File: config.mk
export PLATFORM = sky130hd
export DESIGN_NAME = bus_cond_detect
export DESIGN_NICKNAME = d
export VERILOG_FILES = /design/src/rtl/bcd_pkg.sv /design/src/rtl/bcd_sync.sv /design/src/rtl/bcd_cond.sv /design/src/rtl/bcd_ack.sv /design/src/rtl/bcd_flag.sv /design/src/rtl/bus_cond_detect.sv
export SDC_FILE = /design/constraint.sdc
export NUM_CORES = 1
export LEC_CHECK = 0
export ABC_AREA = 1
export BUFFER_PORTS_ARGS = -buffer_cell sky130_fd_sc_hd__buf_2
export CAP_MARGIN = 20
export CORE_AREA = 2 2 39 41
export DETAILED_ROUTE_END_ITERATION = 8
export DIE_AREA = 0 0 41 43
export PLACE_DENSITY = 0.68
export SLEW_MARGIN = 5
export SYNTH_ARGS = -nofsm -noshare
export SYNTH_HDL_FRONTEND = slang
export SYNTH_SLANG_ARGS = --single-unit
File: constraint.sdc
create_clock -name clk -period 0.8 [get_ports clk]
set_input_delay 0.08 -clock clk [delete_from_list [all_inputs] [get_ports clk]]
set_output_delay 0.08 -clock clk [all_outputs]
set_load 0.005 [all_outputs]
File: src/rtl/bcd_pkg.sv
// Package: shared types and flag indices for the bus condition detector.
package bcd_pkg;
    typedef enum logic [1:0] {
        ACK_IDLE  = 2'd0,
        ACK_ARMED = 2'd1,
        ACK_HIGH  = 2'd2
    } ack_st_t;

    localparam int NUM_FLAGS = 3;
    localparam int F_REL = 0;
    localparam int F_CMD = 1;
    localparam int F_ACK = 2;
endpackage

File: src/rtl/bcd_sync.sv
// Module: multi-stage synchronizer for a vector of asynchronous levels.
// Assumes each bit is independent. Resets to RST_VAL, which should be the idle bus level.
module bcd_sync #(
    parameter int   WIDTH   = 2,
    parameter int   STAGES  = 2,
    parameter logic RST_VAL = 1'b1
) (
    input  logic             clk,
    input  logic             rst_n,
    input  logic [WIDTH-1:0] d_async,
    output logic [WIDTH-1:0] q_sync
);
    logic [WIDTH-1:0] stage [STAGES];

    genvar g;
    generate
        for (g = 0; g < STAGES; g++) begin : g_stage
            // Shift each stage by one register per cycle.
            always_ff @(posedge clk) begin
                if (!rst_n)
                    stage[g] <= {WIDTH{RST_VAL}};
                else if (g == 0)
                    stage[g] <= d_async;
                else
                    stage[g] <= stage[(g > 0) ? g - 1 : 0];
            end
        end
    endgenerate

    assign q_sync = stage[STAGES-1];
endmodule

File: src/rtl/bcd_cond.sv
// Module: bus event decoder.
// Compares consecutive synchronized samples. It reports clock-line edges, plus data-line
// edges that occur while the clock line is high in both samples. Assumes the inputs are
// already synchronized.
module bcd_cond (
    input  logic clk,
    input  logic rst_n,
    input  logic scl_s,
    input  logic sda_s,
    output logic scl_rise,
    output logic scl_fall,
    output logic rel_ev,
    output logic cmd_ev
);
    logic scl_q;
    logic sda_q;
    logic scl_held_high;

    // Keep the previous sample of both lines.
    always_ff @(posedge clk) begin
        if (!rst_n) begin
            scl_q <= 1'b1;
            sda_q <= 1'b1;
        end else begin
            scl_q <= scl_s;
            sda_q <= sda_s;
        end
    end

    // Decode edges. A data edge counts only when the clock is high in both samples.
    always_comb begin
        scl_held_high = scl_q & scl_s;
        scl_rise      = ~scl_q & scl_s;
        scl_fall      = scl_q & ~scl_s;
        rel_ev        = scl_held_high & ~sda_q & sda_s;
        cmd_ev        = scl_held_high & sda_q & ~sda_s;
    end
endmodule

File: src/rtl/bcd_ack.sv
// Module: acknowledge window tracker.
// Armed by the byte-done strobe. It then requires the data line to be low at the next
// clock rise and to stay low until the clock falls. Emits a one-cycle set pulse.
module bcd_ack
    import bcd_pkg::*;
(
    input  logic clk,
    input  logic rst_n,
    input  logic byte_done,
    input  logic scl_rise,
    input  logic scl_fall,
    input  logic sda_s,
    output logic ack_set
);
    ack_st_t st_q;
    ack_st_t st_d;

    // Next-state and set-pulse logic.
    always_comb begin
        st_d    = st_q;
        ack_set = 1'b0;
        case (st_q)
            ACK_ARMED: begin
                if (scl_rise)
                    st_d = sda_s ? ACK_IDLE : ACK_HIGH;
            end
            ACK_HIGH: begin
                if (sda_s)
                    st_d = ACK_IDLE;
                else if (scl_fall) begin
                    ack_set = 1'b1;
                    st_d    = ACK_IDLE;
                end
            end
            default: st_d = ACK_IDLE;
        endcase
        if (byte_done)
            st_d = ACK_ARMED;
    end

    // State register.
    always_ff @(posedge clk) begin
        if (!rst_n)
            st_q <= ACK_IDLE;
        else
            st_q <= st_d;
    end
endmodule

File: src/rtl/bcd_flag.sv
// Module: sticky status bit.
// Priority, highest first: software clear, then set, then drop. Drop is an automatic
// clear raised by another bus event.
module bcd_flag (
    input  logic clk,
    input  logic rst_n,
    input  logic set,
    input  logic drop,
    input  logic clr,
    output logic q
);
    // Update the flag with clear-first priority.
    always_ff @(posedge clk) begin
        if (!rst_n)
            q <= 1'b0;
        else if (clr)
            q <= 1'b0;
        else if (set)
            q <= 1'b1;
        else if (drop)
            q <= 1'b0;
    end
endmodule

File: src/rtl/bus_cond_detect.sv
// Module: serial bus condition detector, top level.
// Synchronizes both bus lines and decodes release and command conditions. Tracks the
// acknowledge window, keeps three sticky flags and an address/command qualifier for the
// next byte. Assumes byte_done and the clear inputs are already in the clk domain.
module bus_cond_detect
    import bcd_pkg::*;
#(
    parameter int SYNC_STAGES = 2
) (
    input  logic clk,
    input  logic rst_n,
    input  logic scl_pin,
    input  logic sda_pin,
    input  logic byte_done,
    input  logic clr_rel,
    input  logic clr_cmd,
    input  logic clr_ack,
    output logic rel_flag,
    output logic cmd_flag,
    output logic ack_flag,
    output logic is_addr
);
    logic [1:0] lines_s;
    logic       scl_rise;
    logic       scl_fall;
    logic       rel_ev;
    logic       cmd_ev;
    logic       ack_set;

    logic [NUM_FLAGS-1:0] f_set;
    logic [NUM_FLAGS-1:0] f_drop;
    logic [NUM_FLAGS-1:0] f_clr;
    logic [NUM_FLAGS-1:0] f_q;
    logic                 addr_q;

    bcd_sync #(.WIDTH(2), .STAGES(SYNC_STAGES), .RST_VAL(1'b1)) i_sync (
        .clk     (clk),
        .rst_n   (rst_n),
        .d_async ({scl_pin, sda_pin}),
        .q_sync  (lines_s)
    );

    bcd_cond i_cond (
        .clk      (clk),
        .rst_n    (rst_n),
        .scl_s    (lines_s[1]),
        .sda_s    (lines_s[0]),
        .scl_rise (scl_rise),
        .scl_fall (scl_fall),
        .rel_ev   (rel_ev),
        .cmd_ev   (cmd_ev)
    );

    bcd_ack i_ack (
        .clk       (clk),
        .rst_n     (rst_n),
        .byte_done (byte_done),
        .scl_rise  (scl_rise),
        .scl_fall  (scl_fall),
        .sda_s     (lines_s[0]),
        .ack_set   (ack_set)
    );

    // Map events and clears onto the flag vector.
    always_comb begin
        f_set         = '0;
        f_drop        = '0;
        f_clr         = '0;
        f_set[F_REL]  = rel_ev;
        f_set[F_CMD]  = cmd_ev;
        f_set[F_ACK]  = ack_set;
        f_drop[F_CMD] = rel_ev;
        f_clr[F_REL]  = clr_rel;
        f_clr[F_CMD]  = clr_cmd;
        f_clr[F_ACK]  = clr_ack;
    end

    genvar i;
    generate
        for (i = 0; i < NUM_FLAGS; i++) begin : g_flag
            bcd_flag i_flag (
                .clk   (clk),
                .rst_n (rst_n),
                .set   (f_set[i]),
                .drop  (f_drop[i]),
                .clr   (f_clr[i]),
                .q     (f_q[i])
            );
        end
    endgenerate

    // Latch the byte class when a command condition arrives.
    always_ff @(posedge clk) begin
        if (!rst_n)
            addr_q <= 1'b0;
        else if (cmd_ev)
            addr_q <= f_q[F_REL];
    end

    assign rel_flag = f_q[F_REL];
    assign cmd_flag = f_q[F_CMD];
    assign ack_flag = f_q[F_ACK];
    assign is_addr  = addr_q;
endmodule

After elaboration in Yosys (flattened, before gate mapping) --
Memory sizes are Yosys's and may differ from the RTL's. Cells that the tools add are included. W data, S select, Z words.
Word-level totals: register bits 8, RAM bits 4, bits of input ports 8, output and inout bits 4, word-level logic and storage cells 51, memories kept 1
Memories:
- i_sync.stage | words 2, bits a word 2, read ports 2, clocked after memory_dff 0, wr ports 2, line bcd_sync.sv:13 | logic [WIDTH-1:0] stage [STAGES];
Operators by class: eq/ne operators 6, multiplexer cells 15, bitwise gates (word level) 14, reductions and logical operators 7
Operator list (number):
- $mux W2 | 6
- $mux W1 | 8
- $reduce_or A2 Y1 | 4
- $and A1 B1 Y1 | 7
- $ne A3 B2 Y1 const B | 2
- $not A1 Y1 | 5
- $ne A4 B3 Y1 const B | 1
- $pmux W2 S2 | 1
- $reduce_and A2 Y1 | 2
- $eq A2 B1 Y1 const B | 1
- $eq A2 B2 Y1 const B | 1
- $ne A2 B1 Y1 const B | 1
- $or A1 B1 Y1 | 2
- $reduce_bool A2 Y1 | 1

Longest topological paths before layout --
An unclocked memory read counts as a cell.
depth in word-level cells 7, depth in mapped cells 6, gate-level depth less buffers 6

By module --
A second synthesis with hierarchy kept.
Unflattened totals: cells, all modules 70, area total of the unflattened synthesis 493.0 um^2
Modules (own cells, without submodules):
- bcd_flag | instances 3, cells each 7, area each 47.5 um^2, sequential area each 20.0 um^2
- bcd_sync | instances 1, cells each 12, area each 110.1 um^2, sequential area each 80.1 um^2
- bcd_ack | instances 1, cells each 15, area each 106.4 um^2, sequential area each 40.0 um^2
- bcd_cond | instances 1, cells each 15, area each 88.8 um^2, sequential area each 40.0 um^2
- bus_cond_detect | instances 1, cells each 7, area each 45.0 um^2, sequential area each 20.0 um^2

Worst setup path after synthesis --
No wires, ideal clock.
path kind reg2reg, start point register i_cond.scl_q, end point register addr_q (netlist: is_addr), library setup time 113 ps, data arrival time 695 ps, data required time 687 ps, path slack -8 ps, cell stages (with the launch flop) 6, buffers on the path 0, period minus slack after synthesis 808 ps, cell sequence dfxtp_1 -> nand2_1 -> nor2_1 -> nand2_1 -> nand2_1 -> nor2_1
Between the ends: longest elaborated chain between the ends 3
RTL lines:
- start: declaration | line bcd_cond.sv:15 | logic scl_q;
- start signal: assignment | line bcd_cond.sv:25 | scl_q <= scl_s;
- $and A1 B1 Y1 | line bcd_cond.sv:32 | scl_held_high = scl_q & scl_s;
- $and A1 B1 Y1 (2 in a row) | line bcd_cond.sv:36 | cmd_ev = scl_held_high & sda_q & ~sda_s;
- end signal: assignment | line bus_cond_detect.sv:97 | addr_q <= f_q[F_REL];
- end: declaration | line bus_cond_detect.sv:34 | logic addr_q;
No other way between the ends. A chain may end at the register's enable or synchronous reset.

==> run summary <==
flop and latch count out of synthesis: 12
clk root buf: clkbuf_4
initial antenna violation count: 0
RSZ-0062 raised after global routing: yes
area delta synth->final: 55.11%
final std cells w/o fill: 98
main area contributors after synthesis: dfxtp_1, nand2_1, nor2_1
violations in the final reports: negative setup slack
Crit. End Element: register
Worst-Skew Late Latency: 0.27 ns
DR vias: 423
CTS tree: yes
placed insts: 87
DP Worst Slack: -0.03219 ns
ant diodes: 0
Vias/cell: 4.316
critical path fanouts, max: 4
critical path class: register to register
largest area contributor in the netlist: dfxtp_1
gr usage total: 13.27%
vias in the first global route: 392
Most Crowded Layer GR: met2
Clock Power Share: 39.0%
setup TNS: -0.07285 ns
IO Count: 12
worst slew pin tran: 0.1377 ns
Unique masters post-synth: 11
met2 usage: 17.50%
crit path DAT: 1.04 ns
fin nets: 91
power per standard cell area: 1798 nW/um2
Tcrit/Tclk final: 104.1%
Sw Pwr: 0.2686 mW
GRT met1 Usage: 13.87%
PortBufs: 11
FP Rows: 14
setup slack after layout: -0.03241 ns
Mapped Cells: 57
core region area: 1384 um2
sequential power share: 51.4%
Die Y-Extent: 43 um
first-pass GRT wire length: 1462 um
initial core utilization: 31.83%
LEAKAGE: 0.3121 nW
fmax: 1201 MHz
Max VDD drop: 709.7 uV
Worst EP required: 1.01 ns
Post-Route WL: 961 um
Worst Setup Start Kind: register
post-layout util: 49.37%
max-slew violations: 0
Worst Hold Class: primary input to register
routing usage on met3: 4.712%
Setup violations, final: 4
Routed Antenna Nets: 0
critical path cell sequence: inv_2 > nand2_2 > nor2_4 > inv_1 > a21oi_2
Seq/Total Area, Yosys: 54.55%
total iterations of the first detailed-routing run: 4
total grt overflow: 0
clock skew: 0.005961 ns
WL/cell: 9.806 um
Avg Cell Area, Syn: 7.727 um2
Gate power share: 9.7%
yosys warns: 0
critical path's slowest cell: dfxtp_2
sw frac: 21.87%
Slew headroom: 90.72%
CTS buffer count: 3
max incr delay on CP: 0.33 ns
status: finished, violations left
Die Area: 1763 um2
MaxCap Viol Count: 0
area of the mapped netlist: 440.4 um2
Fillers: 144
CTS Sinks: 12
chip width: 41 um
GP Congestion: 0.6878
share of the synthesized area in the top cell type: 54.55%
Period minus WS final: 0.8324 ns
Worst-path clk slew: 0.08 ns
Mapped Nets: 65
largest net degree at the start of global routing: 8
hpwl dp: 556 um
H-tree depth: 1
share of cells above drive strength 1: 56.10%
final hold violations: 0
Max Root-Sink Buffers: 2
DRC: 0
Initial DRC Count: 3
Int Pwr: 0.9598 mW
## cell type report
cell class	instances	area (um2)	area share [%]
clock buffers	4	36.28	5.311
inverters	10	37.54	5.495
multi-input cells	35	195.2	28.57
flip-flops and latches	12	250.2	36.63
well taps	16	20.02	2.930
repair buffers	21	143.9	21.06
## layout by cell type, fill, tap and decap left out
cell           count
clkbuf_8           1
inv_1              7
buf_6              1
o21ai_0            1
buf_2             10
dlygate4sd3_1      3
dfxtp_2            8
inv_2              3
nand3_1            2
nor2_4             1
nor2_2             4
nor2_1             4
a21oi_1            2
nand2_2            6
buf_4              7
or2_0              2
or2_1              4
nand2_1            7
a21oi_2            2
dfxtp_1            4
clkbuf_4           3
## registers in the layout, indices dropped and copies added (netlist names)
name and flops:
i_sync.stage 4, i_cond.sda_q 1, g_flag.i_flag.q 3, i_cond.scl_q 1, i_ack.st_q 2, is_addr 1
## kinds of logic (layout without fill, tap and decap cells)
| kind of cell | after synthesis | after routing | synth area share, % |
|---|---|---|---|
| AOI/OAI and AO/OA | 5 | 5 | 7.386 |
| buffers and inverters | 10 | 35 | 8.524 |
| DFF | 12 | 12 | 54.55 |
| and+or+nand+nor | 30 | 30 | 29.54 |
## critical path, delay by kind of cell, from the launching register on
family / cells / cell delay (ns)
AO/OA/AOI/OAI: 1 / 0.12
buffers and inverters: 2 / 0.14
flip-flops: 1 / 0.33
AND/OR/NAND/NOR: 2 / 0.17
## power groups by stage
stage | combinational [mW] | clock [mW] | sequential (mW)
final | 0.119 | 0.479 | 0.631
after global routing | 0.132 | 0.515 | 0.634
after floorplan | 0.0431 | 0 | 0.638
after detailed placement | 0.0842 | 0 | 0.639
after CTS | 0.110 | 0.494 | 0.627
after global placement | 0.0830 | 0 | 0.639
## metrics by stage
| step | hold WS (ns) | cell area, um2 | power (mW) |
|---|---|---|---|
| finish | 0.04483 | 683.2 | 1.228 |
| CTS | 0.04415 | 646.9 | 1.230 |
| global route | 0.05462 | 683.2 | 1.280 |
| floorplan | 0.1489 | 442.9 | 0.6815 |
| detailed placement | 0.2386 | 540.5 | 0.7234 |
| global placement | 0.2387 | 540.5 | 0.7216 |
## cells in the mapped netlist, drive strengths merged
library cell / n
or2: 6
dfxtp: 12
nand3: 2
o21ai: 1
nand2: 13
inv: 10
nor2: 9
a21oi: 4
## worst paths after layout
path,start,to,slack (ns),cells past startpoint
setup / recovery,i_sync.stage[1][0]$_SDFF_PN1_,g_flag[1].i_flag.q$_SDFFE_PP0P_,-0.03,5
hold / removal,byte_done,i_ack.st_q[1]$_SDFFE_PP0P_,0.04,4
setup reg to reg,i_sync.stage[1][0]$_SDFF_PN1_,g_flag[1].i_flag.q$_SDFFE_PP0P_,-0.03,5
hold reg to reg,i_sync.stage[0][0]$_SDFF_PN1_,i_sync.stage[1][0]$_SDFF_PN1_,0.41,1
## timing repair
item                       4_1_cts  5_1_grt
pin swaps                        4        5
setup endpoints to repair        6       11
setup buffers                    3        2
hold endpoints to repair         3        0
resized for setup                8       13
hold buffers                     3        0
## routing by layer
layer / vias to the layer above / wire length, um
li1: 219 / -
met1: 179 / 384
met2: 15 / 470
met3: 10 / 32
met4: 0 / 74
met5: - / 0
No activity file was read; power rests on OpenSTA's default activity.
